### src/rtl/wdtcp_pkg.sv
package wdtcp_pkg;
  typedef enum logic [1:0] {
    LK_SHUT = 2'd0,
    LK_HALF = 2'd1,
    LK_OPEN = 2'd2
  } lock_e;

  localparam logic [7:0] KEY_ENTER = 8'h87;
  localparam logic [7:0] KEY_LEAVE = 8'hAA;
  localparam logic [7:0] RG_DEVSEL = 8'h07;
  localparam logic [7:0] RG_ROUTE  = 8'h2B;
  localparam logic [7:0] RG_ACTIVE = 8'h30;
  localparam logic [7:0] RG_UNIT   = 8'hF5;
  localparam logic [7:0] RG_COUNT  = 8'hF6;
  localparam logic [7:0] RG_EVENT  = 8'hF7;

  localparam int ROUTE_MASK_BIT = 4;
  localparam int UNIT_MIN_BIT   = 3;
  localparam int EVT_MS_BIT     = 7;
  localparam int EVT_KB_BIT     = 6;
  localparam int EVT_FLAG_BIT   = 4;

  typedef struct packed {
    logic idx_wr;
    logic idx_rd;
    logic dat_wr;
    logic dat_rd;
  } hostop_t;
endpackage

### src/rtl/wdtcp_unlock.sv
module wdtcp_unlock
  import wdtcp_pkg::*;
(
  input  logic       clk,
  input  logic       rst_n,
  input  logic       idx_wr,
  input  logic [7:0] wdata,
  output logic       cfg_on
);
  lock_e state;

  always_ff @(posedge clk or negedge rst_n) begin
    if (!rst_n) begin
      state <= LK_SHUT;
    end else if (idx_wr) begin
      unique case (state)
        LK_SHUT: if (wdata == KEY_ENTER) state <= LK_HALF;
        LK_HALF: state <= (wdata == KEY_ENTER) ? LK_OPEN : LK_SHUT;
        LK_OPEN: if (wdata == KEY_LEAVE) state <= LK_SHUT;
        default: state <= LK_SHUT;
      endcase
    end
  end

  assign cfg_on = (state == LK_OPEN);
endmodule

### src/rtl/wdtcp_timebase.sv
module wdtcp_timebase #(
  parameter int unsigned CLK_PER_SEC = 50_000_000,
  parameter int unsigned SEC_PER_MIN = 60
) (
  input  logic clk,
  input  logic rst_n,
  output logic sec_tick,
  output logic min_tick
);
  localparam int unsigned PW = (CLK_PER_SEC > 1) ? $clog2(CLK_PER_SEC) : 1;
  localparam int unsigned MW = (SEC_PER_MIN > 1) ? $clog2(SEC_PER_MIN) : 1;

  generate
    if (CLK_PER_SEC == 1) begin : g_sec_direct
      assign sec_tick = 1'b1;
    end else begin : g_sec_div
      logic [PW-1:0] pre;
      always_ff @(posedge clk or negedge rst_n) begin
        if (!rst_n)        pre <= '0;
        else if (sec_tick) pre <= '0;
        else               pre <= pre + 1'b1;
      end
      assign sec_tick = (pre == PW'(CLK_PER_SEC - 1));
    end

    if (SEC_PER_MIN == 1) begin : g_min_direct
      assign min_tick = sec_tick;
    end else begin : g_min_div
      logic [MW-1:0] secs;
      logic          last_sec;
      assign last_sec = (secs == MW'(SEC_PER_MIN - 1));
      always_ff @(posedge clk or negedge rst_n) begin
        if (!rst_n)        secs <= '0;
        else if (sec_tick) secs <= last_sec ? '0 : secs + 1'b1;
      end
      assign min_tick = sec_tick && last_sec;
    end
  endgenerate
endmodule

### src/rtl/wdtcp_regs.sv
module wdtcp_regs
  import wdtcp_pkg::*;
#(
  parameter logic [7:0] WDT_DEV = 8'h08
) (
  input  logic       clk,
  input  logic       rst_n,
  input  logic       cfg_on,
  input  hostop_t    op,
  input  logic [7:0] wdata,
  input  logic       expire,
  input  logic [7:0] count,
  output logic       active,
  output logic       route_en,
  output logic       unit_min,
  output logic       kb_en,
  output logic       ms_en,
  output logic       tmo_wr,
  output logic [7:0] tmo_wdata,
  output logic       r_valid,
  output logic [7:0] r_data
);
  logic [7:0] idx;
  logic [7:0] devsel;
  logic [7:0] route;
  logic [7:0] unitreg;
  logic       act_q;
  logic       kb_q, ms_q, flag_q;
  logic       dev_hit;
  logic       wr_ok;
  logic [7:0] rd_sel;

  assign dev_hit = (devsel == WDT_DEV);
  assign wr_ok   = op.dat_wr && cfg_on;

  always_ff @(posedge clk or negedge rst_n) begin
    if (!rst_n) begin
      idx     <= '0;
      devsel  <= '0;
      route   <= 8'h10;
      unitreg <= '0;
      act_q   <= 1'b0;
      kb_q    <= 1'b0;
      ms_q    <= 1'b0;
      flag_q  <= 1'b0;
    end else begin
      if (op.idx_wr && cfg_on) idx <= wdata;
      if (wr_ok) begin
        case (idx)
          RG_DEVSEL: devsel <= wdata;
          RG_ROUTE:  route  <= wdata;
          RG_ACTIVE: if (dev_hit) act_q <= wdata[0];
          RG_UNIT:   if (dev_hit) unitreg <= wdata;
          RG_EVENT: if (dev_hit) begin
            ms_q   <= wdata[EVT_MS_BIT];
            kb_q   <= wdata[EVT_KB_BIT];
            flag_q <= wdata[EVT_FLAG_BIT];
          end
          default: ;
        endcase
      end
      if (expire) flag_q <= 1'b1;
    end
  end

  always_comb begin
    rd_sel = 8'h00;
    case (idx)
      RG_DEVSEL: rd_sel = devsel;
      RG_ROUTE:  rd_sel = route;
      RG_ACTIVE: rd_sel = dev_hit ? {7'b0, act_q} : 8'h00;
      RG_UNIT:   rd_sel = dev_hit ? unitreg : 8'h00;
      RG_COUNT:  rd_sel = dev_hit ? count : 8'h00;
      RG_EVENT:  rd_sel = dev_hit ? {ms_q, kb_q, 1'b0, flag_q, 4'b0000} : 8'h00;
      default:   rd_sel = 8'h00;
    endcase
  end

  always_ff @(posedge clk or negedge rst_n) begin
    if (!rst_n) begin
      r_valid <= 1'b0;
      r_data  <= 8'h00;
    end else begin
      r_valid <= op.idx_rd || op.dat_rd;
      if (op.idx_rd || op.dat_rd) begin
        if (!cfg_on)        r_data <= 8'hFF;
        else if (op.idx_rd) r_data <= idx;
        else                r_data <= rd_sel;
      end
    end
  end

  assign active    = act_q;
  assign route_en  = !route[ROUTE_MASK_BIT];
  assign unit_min  = unitreg[UNIT_MIN_BIT];
  assign kb_en     = kb_q;
  assign ms_en     = ms_q;
  assign tmo_wr    = wr_ok && dev_hit && (idx == RG_COUNT);
  assign tmo_wdata = wdata;
endmodule

### src/rtl/wdtcp_counter.sv
module wdtcp_counter #(
  parameter int unsigned RST_CYCLES = 16
) (
  input  logic       clk,
  input  logic       rst_n,
  input  logic       sec_tick,
  input  logic       min_tick,
  input  logic       unit_min,
  input  logic       active,
  input  logic       route_en,
  input  logic       tmo_wr,
  input  logic [7:0] tmo_wdata,
  input  logic       retrig_req,
  output logic [7:0] count,
  output logic       expire,
  output logic       sys_rst
);
  localparam int unsigned RW = $clog2(RST_CYCLES + 1);

  logic [7:0]    reload;
  logic [RW-1:0] rst_left;
  logic          unit_tick;
  logic          running;
  logic          retrig;
  logic          dec;

  assign unit_tick = unit_min ? min_tick : sec_tick;
  assign running   = active && (count != 8'd0);
  assign retrig    = running && retrig_req;
  assign dec       = running && unit_tick;
  assign expire    = !tmo_wr && !retrig && dec && (count == 8'd1);

  always_ff @(posedge clk or negedge rst_n) begin
    if (!rst_n) begin
      count  <= 8'd0;
      reload <= 8'd0;
    end else if (tmo_wr) begin
      count <= tmo_wdata;
      if (tmo_wdata != 8'd0) reload <= tmo_wdata;
    end else if (retrig) begin
      count <= reload;
    end else if (dec) begin
      count <= count - 8'd1;
    end
  end

  always_ff @(posedge clk or negedge rst_n) begin
    if (!rst_n)                    rst_left <= '0;
    else if (expire && route_en)   rst_left <= RW'(RST_CYCLES);
    else if (rst_left != '0)       rst_left <= rst_left - 1'b1;
  end

  assign sys_rst = (rst_left != '0) && route_en;
endmodule

### src/rtl/wdt_cfgport.sv
module wdt_cfgport
  import wdtcp_pkg::*;
#(
  parameter logic [15:0] IDX_ADDR    = 16'h002E,
  parameter logic [15:0] DAT_ADDR    = 16'h002F,
  parameter logic [7:0]  WDT_DEV     = 8'h08,
  parameter int unsigned CLK_PER_SEC = 50_000_000,
  parameter int unsigned SEC_PER_MIN = 60,
  parameter int unsigned RST_CYCLES  = 16
) (
  input  logic        clk,
  input  logic        rst_n,
  input  logic        h_valid,
  output logic        h_ready,
  input  logic        h_write,
  input  logic [15:0] h_addr,
  input  logic [7:0]  h_wdata,
  output logic        r_valid,
  output logic [7:0]  r_data,
  input  logic        kbd_evt,
  input  logic        mouse_evt,
  output logic        sys_rst
);
  hostop_t    op;
  logic       cfg_on;
  logic       sec_tick, min_tick;
  logic       active, route_en, unit_min, kb_en, ms_en;
  logic       tmo_wr;
  logic [7:0] tmo_wdata;
  logic [7:0] wdt_count;
  logic       expire;
  logic       hit_idx, hit_dat;

  assign h_ready   = 1'b1;
  assign hit_idx   = h_valid && (h_addr == IDX_ADDR);
  assign hit_dat   = h_valid && (h_addr == DAT_ADDR);
  assign op.idx_wr = hit_idx && h_write;
  assign op.idx_rd = hit_idx && !h_write;
  assign op.dat_wr = hit_dat && h_write;
  assign op.dat_rd = hit_dat && !h_write;

  wdtcp_unlock u_unlock (
    .clk    (clk),
    .rst_n  (rst_n),
    .idx_wr (op.idx_wr),
    .wdata  (h_wdata),
    .cfg_on (cfg_on)
  );

  wdtcp_timebase #(
    .CLK_PER_SEC (CLK_PER_SEC),
    .SEC_PER_MIN (SEC_PER_MIN)
  ) u_tb (
    .clk      (clk),
    .rst_n    (rst_n),
    .sec_tick (sec_tick),
    .min_tick (min_tick)
  );

  wdtcp_regs #(.WDT_DEV(WDT_DEV)) u_regs (
    .clk       (clk),
    .rst_n     (rst_n),
    .cfg_on    (cfg_on),
    .op        (op),
    .wdata     (h_wdata),
    .expire    (expire),
    .count     (wdt_count),
    .active    (active),
    .route_en  (route_en),
    .unit_min  (unit_min),
    .kb_en     (kb_en),
    .ms_en     (ms_en),
    .tmo_wr    (tmo_wr),
    .tmo_wdata (tmo_wdata),
    .r_valid   (r_valid),
    .r_data    (r_data)
  );

  wdtcp_counter #(.RST_CYCLES(RST_CYCLES)) u_cnt (
    .clk        (clk),
    .rst_n      (rst_n),
    .sec_tick   (sec_tick),
    .min_tick   (min_tick),
    .unit_min   (unit_min),
    .active     (active),
    .route_en   (route_en),
    .tmo_wr     (tmo_wr),
    .tmo_wdata  (tmo_wdata),
    .retrig_req ((kbd_evt && kb_en) || (mouse_evt && ms_en)),
    .count      (wdt_count),
    .expire     (expire),
    .sys_rst    (sys_rst)
  );
endmodule

### config.mk
export PLATFORM = sky130hd
export DESIGN_NAME = wdt_cfgport
export DESIGN_NICKNAME = d
export VERILOG_FILES = /design/src/rtl/wdtcp_pkg.sv /design/src/rtl/wdtcp_unlock.sv /design/src/rtl/wdtcp_timebase.sv /design/src/rtl/wdtcp_regs.sv /design/src/rtl/wdtcp_counter.sv /design/src/rtl/wdt_cfgport.sv
export SDC_FILE = /design/constraint.sdc
export NUM_CORES = 1
export LEC_CHECK = 0
export BUFFER_PORTS_ARGS = -buffer_cell sky130_fd_sc_hd__buf_2
export CORE_ASPECT_RATIO = 1.5
export CORE_MARGIN = 4
export CORE_UTILIZATION = 30
export CTS_BUF_LIST = sky130_fd_sc_hd__clkbuf_16
export DETAILED_ROUTE_END_ITERATION = 7
export GPL_ROUTABILITY_DRIVEN = 0
export SYNTH_ARGS = -nofsm -noshare
export SYNTH_HDL_FRONTEND = slang
export SYNTH_SLANG_ARGS = --single-unit
### constraint.sdc
create_clock -name clk -period 3.84 [get_ports clk]
set_input_delay 0 -clock clk [delete_from_list [all_inputs] [get_ports clk]]
set_output_delay 0 -clock clk [all_outputs]
set_load 0.01 [all_outputs]
Word level (Yosys, flattened, before mapping) --
Index checks and enable logic that the tools add are counted. W data, S select, Z words.
Word-level totals: register bits 100, latch bits 0, bits in writable memories 0, bits in read-only memories 0, bits of input ports 30, output and inout port bits 11, memories 0
Cells by class: add/subtract/negate cells 4, multiply operators 0, div/mod/pow operators 0, $lt $le $gt $ge 0, equality and inequality tests 18, shift operators 0, mux-type cells 23, bitwise logic cells 0, reduce and logical (&&, ||, !) cells 44
Operators by type and width (count):
- $mux W8 | 8
- $pmux W8 S6 | 1
- $eq A8 B8 Y1 const B | 5
- $eq A16 B6 Y1 const B | 2
- $add A26 B1 Y26 const B | 1
- $eq A26 B26 Y1 const B | 1
- $mux W26 | 1
- $logic_and A1 B1 Y1 | 21
- $eq A8 B6 Y1 const B | 2
- $reduce_bool A8 Y1 | 2
- $reduce_and A3 Y1 | 5
- $mux W5 | 2
- $eq A8 B1 Y1 const B | 1
- $eq A8 B3 Y1 const B | 1
- $eq A8 B4 Y1 const B | 1
- $reduce_bool A2 Y1 | 4
- $sub A8 B1 Y8 const B | 1
- $add A6 B1 Y6 const B | 1
- $eq A6 B6 Y1 const B | 1
- $mux W1 | 6
- $mux W2 | 3
- $mux W6 | 1
- $pmux W2 S3 | 1
- $reduce_and A2 Y1 | 3
- other kinds (10) | 14

Longest topological paths before layout --
Gate-level depths: netlist of the first run.
word-level depth 12, mapped depth 10

By module --
A second synthesis of the first run with hierarchy kept.
Second synthesis, totals: cell total of the unflattened synthesis 531, area total of the unflattened synthesis 5495.3 um2
Modules (own cells, without submodules):
- wdtcp_regs | times used 1, cells each 199, area each 2307.2 um2, seq. area each 1127.3 um2
- wdtcp_timebase | times used 1, cells each 161, area each 1651.6 um2, seq. area each 800.8 um2
- wdtcp_counter | times used 1, cells each 146, area each 1263.7 um2, seq. area each 525.5 um2
- wdtcp_unlock | times used 1, cells each 12, area each 145.1 um2, seq. area each 50.0 um2
- wdt_cfgport | times used 1, cells each 13, area each 127.6 um2, seq. area each 0.0 um2

Worst setup path before layout of the first run --
Ideal clock, no wire load.
path kind register to register, from reg u_cnt.count[3], to reg u_cnt.count[6], setup time 0.118 ns, arrival time 1.988 ns, path slack 1.734 ns, cell stages (with the launch flop) 8, path buffers 1, path through dfrtp_1 > or4_1 > buf_2 > or3b_1 > nor4_2 > xnor2_1 > a211oi_2 > a21o_1
Between the ends: cells in the longest elaborated chain, start to end 5
RTL lines:
- start, declared | line wdtcp_counter.sv:14 | output logic [7:0] count,
- start signal, assigned | line wdtcp_counter.sv:38 | count <= tmo_wdata;
- start signal, assigned | line wdtcp_counter.sv:41 | count <= reload;
- start signal, assigned | line wdtcp_counter.sv:43 | count <= count - 8'd1;
- parallel branches: the longest is 5 deep, another holds $sub A8 B1 Y8
Parallel ways; which one is timed is not known. The select of a mux whose other input is x is not followed. A chain may end at the register's enable or synchronous reset.

Worst setup path after layout of the first run --
from reg u_unlock.state[0], to reg u_cnt.rst_left[4]
Between the ends: cells in the longest elaborated chain, start to end 10
RTL lines:
- start, declared | line wdtcp_unlock.sv:10 | lock_e state;
- start signal, assigned | line wdtcp_unlock.sv:18 | LK_HALF: state <= (wdata == KEY_ENTER) ? LK_OPEN : LK_SHUT;
- $eq A2 B2 Y1 (*) | line wdtcp_unlock.sv:25 | assign cfg_on = (state == LK_OPEN);
- $logic_and A1 B1 Y1 (*) | line wdtcp_regs.sv:34 | assign wr_ok = op.dat_wr && cfg_on;
- $logic_and A1 B1 Y1 (*) (2 in series) | line wdtcp_regs.sv:98 | assign tmo_wr = wr_ok && dev_hit && (idx == RG_COUNT);
- $logic_not A1 Y1 (*) | line wdtcp_counter.sv:31 | assign expire = !tmo_wr && !retrig && dec && (count == 8'd1);
- $logic_and A1 B1 Y1 (*) (3 in series) | line wdtcp_counter.sv:31
- $logic_and A1 B1 Y1 (*) | line wdtcp_counter.sv:49 | else if (expire && route_en) rst_left <= RW'(RST_CYCLES);
- $mux W5 / $reduce_bool A2 Y1 (equally long branches)
- end signal, assigned | line wdtcp_counter.sv:49
- end signal, assigned | line wdtcp_counter.sv:50 | else if (rst_left != '0) rst_left <= rst_left - 1'b1;
- end, declared | line wdtcp_counter.sv:21 | logic [RW-1:0] rst_left;
Mark *: on every way between the ends. The rest lies on a longest branch, timed or not.

==> results.sh, run 1 <==
export IMPL_synth_ff_type="dfrtp_1"
export IMPL_synth_fa_ha_area_share_pct=1.68
export IMPL_start_util_pct=30.9
export IMPL_rsz0062_at_grt="false"
export IMPL_fin_setup_tns_ps=0
export IMPL_cap_violations=0
export IMPL_diodes=0
export IMPL_grt_pass1_vias=4251
export IMPL_power_switching_w=0.000457
export IMPL_drc=0
export IMPL_cts_tree="yes"
export IMPL_routed_wl_um=12400
export IMPL_dp_hpwl_um=9170
export IMPL_crit_type="reg -> reg"
export IMPL_min_delay_path_class="in -> reg"
export IMPL_vdd_ir_drop_max_mv=0.250
export IMPL_fin_skew_ps=7.03
export IMPL_fillers=1694
export IMPL_worstReg2RegStart="u_unlock.state[0]"
export IMPL_power_leakage_nw=2.76
export IMPL_syn_area_um2=5220
export IMPL_chipWidth_um=116
export IMPL_crit_start="u_unlock.state[0]"
export IMPL_muxShareOfSynthArea_pct=7.96
export IMPL_antenna_found_initial=0
export IMPL_htree_levels=3
export IMPL_rows=58
export IMPL_synth_top_family_by_area="simple AND/OR/NAND/NOR gates"
export IMPL_slowest_stage="and3_1"
export IMPL_cts_root_buf="clkbuf_16"
export IMPL_die_y_um=170
export IMPL_multi_input_area_um2=2560
export IMPL_synth_area_per_cell_um2=10.2
export IMPL_ff2ff_path_depth=6
export IMPL_grt_pass1_wl_um=20900
export IMPL_hold_viol=0
export IMPL_synth_area_top_cells="dfrtp_1 (47%), mux2_2 (7.8%), nand2_1 (4.3%), nor2_1 (3.7%), xnor2_1 (3.5%)"
export IMPL_drive_above_1_share_pct=20.4
export IMPL_syn_to_final_growth_pct=14.8
export IMPL_p_comb_share_pct=3.1
export IMPL_yosys_warnings=0
export IMPL_die_area_um2=19600
export IMPL_tightest_slew_ps=982
export IMPL_cp_max_fo=18
export IMPL_worstSetupEndpoint="u_cnt.rst_left[4]"
export IMPL_io_buffers=39
export IMPL_place_ws_ps=1270
export IMPL_drt_iter0_drc=169
export IMPL_crit_top_cell="nor3_1"
export IMPL_crit_arrival_ps=2810
export IMPL_drv_slew=0
export IMPL_coreArea_um2=16900
export IMPL_yosys_register_bits=100
export IMPL_power_density_nw_per_um2=341
export IMPL_yosysMostFrequentCell="dfrtp_1"
export IMPL_synth_cell_types=68
export IMPL_worstPathCellList="nor2b_1, nand2_1, nor3_1, and3_1, nor3_1, a211o_1"
export IMPL_fmax_mhz=389
export IMPL_clkLatencyLatePin_ps=360
export IMPL_synth_xor_area_share_pct=5.20
export IMPL_numCtsBuffers=9
export IMPL_rrSetupSlack_ps=1270
export IMPL_routedWlPerCell_um=16.0
export IMPL_synth_common_cells="dfrtp_1 (99), nand2_1 (60), nor2_1 (51), mux2_2 (36)"
export IMPL_relSlewSlack_pct=34.5
export IMPL_clkPwrFrac_pct=45.3
export IMPL_synthArstFlopShare_pct=100
export IMPL_clkTransAtPathRegs_ps=70
export IMPL_drt_first_pass_iters=4
export IMPL_worst_path_buf_inv=0
export IMPL_syn_nets=551
export IMPL_setup_violations=0
export IMPL_grt_usage_pct=13.5
export IMPL_synth_top_area_share_pct=47.5
export IMPL_avgViaCountPerCell=5.22
export IMPL_cp_num_cells=6
export IMPL_ant_nets=0
export IMPL_status="finished, final reports clean"
export IMPL_seqCellArea_um2=2500
export IMPL_fin_crit_ps=2570
export IMPL_io_pin_count=41
export IMPL_seq_power_share_pct=51.6
export IMPL_start_kind="flop"
export IMPL_vias=4042
export IMPL_r2r_end="u_cnt.rst_left[4]"
export IMPL_globalRouteOverflowTotal=0
export IMPL_setup_ws_ps=1270
export IMPL_cp_end_kind="flop"
export IMPL_synth_edf_count=0
export IMPL_required_ps=4090
export IMPL_nets=597
export IMPL_synth_simple_gate_area_share_pct=22.5
export IMPL_clockBufferDepth=2
export IMPL_crit_family="simple AND/OR/NAND/NOR gates"
export IMPL_max_stage_delay_ps=690
export IMPL_grt_max_degree=77
export IMPL_cts_sinks=100
export IMPL_finalCritPeriodShare_pct=66.9
export IMPL_syn_inst=514
export IMPL_p_int_w=0.00158
export IMPL_synth_top_area_cell="dfrtp_1"
export IMPL_swShare_pct=22.4
export IMPL_synth_compound_area_share_pct=11.7
export IMPL_synth_yosys_seq_area_share_pct=48.0
-- metrics by stage --
stage	cell area [µm²]	cells	total power [W]	util [%]	hold WS, ps
5_1_grt	5990	775	0.00212	35.4	21.5
3_5_place_dp	5600	750	0.00113	33.1	226
2_1_floorplan	5220	514	0.00108	-	-296
4_1_cts	5990	775	0.00207	35.4	7.14
3_3_place_gp	5600	750	0.00113	33.1	221
6_report	5990	775	0.00204	35.4	20.8
-- registers in the layout, indices dropped and copies added, names as in the netlist --
signal / count
u_regs.ms_en: 1
u_regs.r_data: 8
u_regs.flag_q: 1
u_cnt.rst_left: 5
u_regs.kb_en: 1
u_tb.g_sec_div.pre: 26
u_cnt.count: 8
u_regs.devsel: 8
u_regs.r_valid: 1
u_regs.unitreg: 8
u_unlock.state: 2
u_cnt.reload: 8
u_regs.active: 1
u_tb.g_min_div.secs: 6
u_regs.route: 8
u_regs.idx: 8
-- cell type report --
type,count,area share (%)
timing repair buffer,52,5.31
tap,210,4.39
clock buffer,9,3.76
inverter,11,0.690
sequential,100,41.8
multi-input combinational,386,42.8
clock inverter,7,1.25
-- metal layers --
| metal | share of wire [%] | vias up | routed length (µm) | global-route usage (%) |
|---|---|---|---|---|
| met5 | 0 | - | 0 | 0 |
| met4 | 2.2 | 0 | 274 | 5.50 |
| met3 | 3.0 | 18 | 379 | 2.60 |
| met2 | 55 | 78 | 6830 | 24.4 |
| met1 | 40 | 1999 | 4950 | 15.4 |
| li1 | - | 1947 | - | - |
-- placed cells by master (no fill, tap or decap), types with 3 or more instances in the layout --
master / count
dlygate4sd3_1: 9
and3_1: 4
a222oi_1: 3
dfrtp_1: 99
xnor2_1: 21
a21oi_1: 21
clkbuf_16: 9
o21ai_0: 17
xor2_1: 10
and4_1: 3
a22o_1: 9
nand2_1: 60
or2_2: 5
or3_1: 4
a21o_1: 8
nand3_1: 18
ha_1: 7
buf_4: 5
nor2b_1: 4
mux2_2: 36
nor4_1: 13
nand4_1: 8
buf_2: 38
and2_1: 5
nor2_1: 51
a22oi_1: 5
nor4b_1: 5
a211o_1: 6
nor3_1: 17
inv_1: 10
-- power by group through the flow --
stage               combinational (W)  sequential (W)  clock [W]
global route                0.0000707         0.00105   0.000998
finish                      0.0000630         0.00105   0.000923
floorplan                  0.00000805         0.00107          0
CTS                         0.0000645         0.00105   0.000948
global placement            0.0000567         0.00107          0
detailed placement          0.0000582         0.00107          0
-- cell families after synthesis --
group,after synthesis
adders and majority gates,7
xor gates and xnor gates,31
and+or+nand+nor,222
muxes,37
DFF,100
AOI/OAI and AO/OA,88
other,1
buffers and inverters,28
-- worst min-delay path by stage --
stage	cells after the start	from	slack [ps]	endpoint
4_1_cts	3	h_wdata[4]	7	u_cnt.count[4]
5_1_grt	3	h_wdata[4]	20	u_cnt.reload[4]
2_1_floorplan	0	rst_n	-300	u_cnt.count[0]
6_report	2	h_wdata[6]	20	u_cnt.count[6]
3_5_place_dp	1	rst_n	230	u_tb.g_sec_div.pre[3]
3_3_place_gp	1	rst_n	220	u_tb.g_sec_div.pre[3]
-- timing repair --
| item | in CTS | in global routing |
|---|---|---|
| endpoints found under the hold margin | 99 | 0 |
| setup buffers | 0 | 0 |
| hold buffers | 9 | 0 |
| setup endpoints to repair | 0 | 0 |
| resized for setup | 0 | 0 |
Note: power is estimated with default switching activity, not from simulation.
==> inputs of run 2 (changes only) <==
==> constraint.sdc (replaced) <==
create_clock -name clk -period 2.27 [get_ports clk]
set_input_delay 0 -clock clk [delete_from_list [all_inputs] [get_ports clk]]
set_output_delay 0 -clock clk [all_outputs]
set_load 0.01 [all_outputs]
==> results.sh, run 2 (synthesis gave the netlist of run 1 again) <==
export IMPL_ant_nets=0
export IMPL_final_cell_mix="dfrtp_1 (99), nand2_1 (60), nor2_1 (49)"
export IMPL_routedWlPerCell_um=15.9
export IMPL_place_area_um2=5860
export IMPL_start_util_pct=30.9
export IMPL_power_leakage_nw=2.94
export IMPL_drt_iter0_drc=186
export IMPL_largest_register="u_tb.g_sec_div.pre"
export IMPL_io_buffers=39
export IMPL_clkLatencyLatePin_ps=350
export IMPL_whs_ps=33.6
export IMPL_grt_pass1_wl_um=21700
export IMPL_largest_reg_flops=26
export IMPL_fmax_mhz=468
export IMPL_grt_max_degree=50
export IMPL_grt_usage_pct=13.9
export IMPL_place_ws_ps=71.6
export IMPL_fin_area_um2=6260
export IMPL_status="finished, final reports clean"
export IMPL_hold_viol=0
export IMPL_drv_slew=0
export IMPL_coreArea_um2=16900
export IMPL_grt_pass1_vias=4497
export IMPL_cp_max_fo=7
export IMPL_drive_above_1_share_pct=25.5
export IMPL_vdd_ir_drop_max_mv=0.359
export IMPL_drt_first_pass_iters=4
export IMPL_avgViaCountPerCell=5.22
export IMPL_hold_path_depth=2
export IMPL_multi_input_area_um2=2590
export IMPL_r2r_end="u_cnt.rst_left[4]"
export IMPL_rsz0062_at_grt="false"
export IMPL_globalRouteOverflowTotal=0
export IMPL_cts_root_buf="clkbuf_16"
export IMPL_dp_hpwl_um=9790
export IMPL_rows=58
export IMPL_cts_tree="yes"
export IMPL_cap_violations=0
export IMPL_fin_skew_ps=10.8
export IMPL_chipWidth_um=116
export IMPL_required_ps=2510
export IMPL_htree_levels=3
export IMPL_numCtsBuffers=9
export IMPL_diodes=0
export IMPL_cts_sinks=100
export IMPL_min_from="h_wdata[6]"
export IMPL_setup_ws_ps=132
export IMPL_antenna_found_initial=0
export IMPL_rrSetupSlack_ps=130
export IMPL_clockBufferDepth=2
export IMPL_die_y_um=170
export IMPL_whs_endpoint="u_cnt.count[6]"
export IMPL_clkTransAtPathRegs_ps=70
export IMPL_finalCritPeriodShare_pct=94.2
export IMPL_fin_crit_ps=2140
export IMPL_die_area_um2=19600
export IMPL_fillers=1675
export IMPL_power_density_nw_per_um2=523
export IMPL_worstReg2RegStart="u_cnt.count[1]"
export IMPL_final_common_cell="dfrtp_1"
export IMPL_crit_arrival_ps=2370
export IMPL_seqCellArea_um2=2500
export IMPL_syn_to_final_growth_pct=20.0
export IMPL_vias=4226
export IMPL_drc=0
export IMPL_crit_type="reg -> reg"
export IMPL_relSlewSlack_pct=56.6
export IMPL_nets=633
export IMPL_cp_end_kind="flop"
export IMPL_fin_setup_tns_ps=0
export IMPL_ff2ff_path_depth=9
export IMPL_tightest_slew_ps=651
export IMPL_routed_wl_um=12900
export IMPL_io_pin_count=41
export IMPL_min_delay_path_class="in -> reg"
export IMPL_start_kind="flop"
export IMPL_setup_violations=0
run 2: layout make-up:
class | count | area share (%)
clock buffers | 9 | 3.60
clock inverters | 6 | 0.539
inverters | 11 | 0.659
multi-input cells | 386 | 41.4
flip-flops and latches | 100 | 40.0
well taps | 210 | 4.20
repair buffers | 88 | 9.63
run 2: worst max-delay path: stages (launching register included):
cell and delay, ps:
dfrtp_1 410, inv_1 110, ha_1 160, or3b_2 520, nor2_2 160, nor3b_2 90, nand3_1 130, nor3_1 60
buf_4 150, a211o_1 220
run 2: worst max-delay path by stage:
stage	slack, ps	to	start
2_1_floorplan	160	u_cnt.count[6]	u_cnt.count[3]
3_3_place_gp	110	u_cnt.rst_left[4]	u_cnt.count[1]
3_5_place_dp	70	u_regs.unitreg[2]	u_regs.devsel[5]
4_1_cts	50	u_regs.unitreg[2]	u_regs.devsel[5]
5_1_grt	30	u_cnt.rst_left[4]	u_cnt.count[1]
6_report	130	u_cnt.rst_left[4]	u_cnt.count[1]
run 2: repair_timing:
| action | in CTS | in global routing |
|---|---|---|
| gates resized for setup | 0 | 7 |
| setup buffers | 0 | 2 |
| hold endpoints to repair | 69 | 0 |
| hold buffers | 10 | 0 |
| setup endpoints to repair | 0 | 34 |
run 2: metal layers:
metal | global-route usage [%] | vias up | wire length, µm
li1 | - | 2019 | -
met1 | 15.3 | 2104 | 5060
met2 | 25.8 | 82 | 7120
met3 | 2.68 | 21 | 361
met4 | 5.25 | 0 | 330
met5 | 0 | - | 0
run 2: power breakdown:
part,switching [W],leakage [nW],internal (W)
sequential,0.0000000531,1.33,0.00178
combinational,0.0000740,1.47,0.0000381
clock,0.000653,0.132,0.000727
total,0.000727,2.94,0.00255
run 2: per-stage QoR:
stage | utilization (%) | total power, W | instances
final | 37.0 | 0.00327 | 810
after global routing | 37.0 | 0.00340 | 810
after CTS | 36.8 | 0.00332 | 808
after detailed placement | 34.6 | 0.00192 | 783
after global placement | 34.6 | 0.00191 | 783
after floorplan | - | 0.00183 | 514
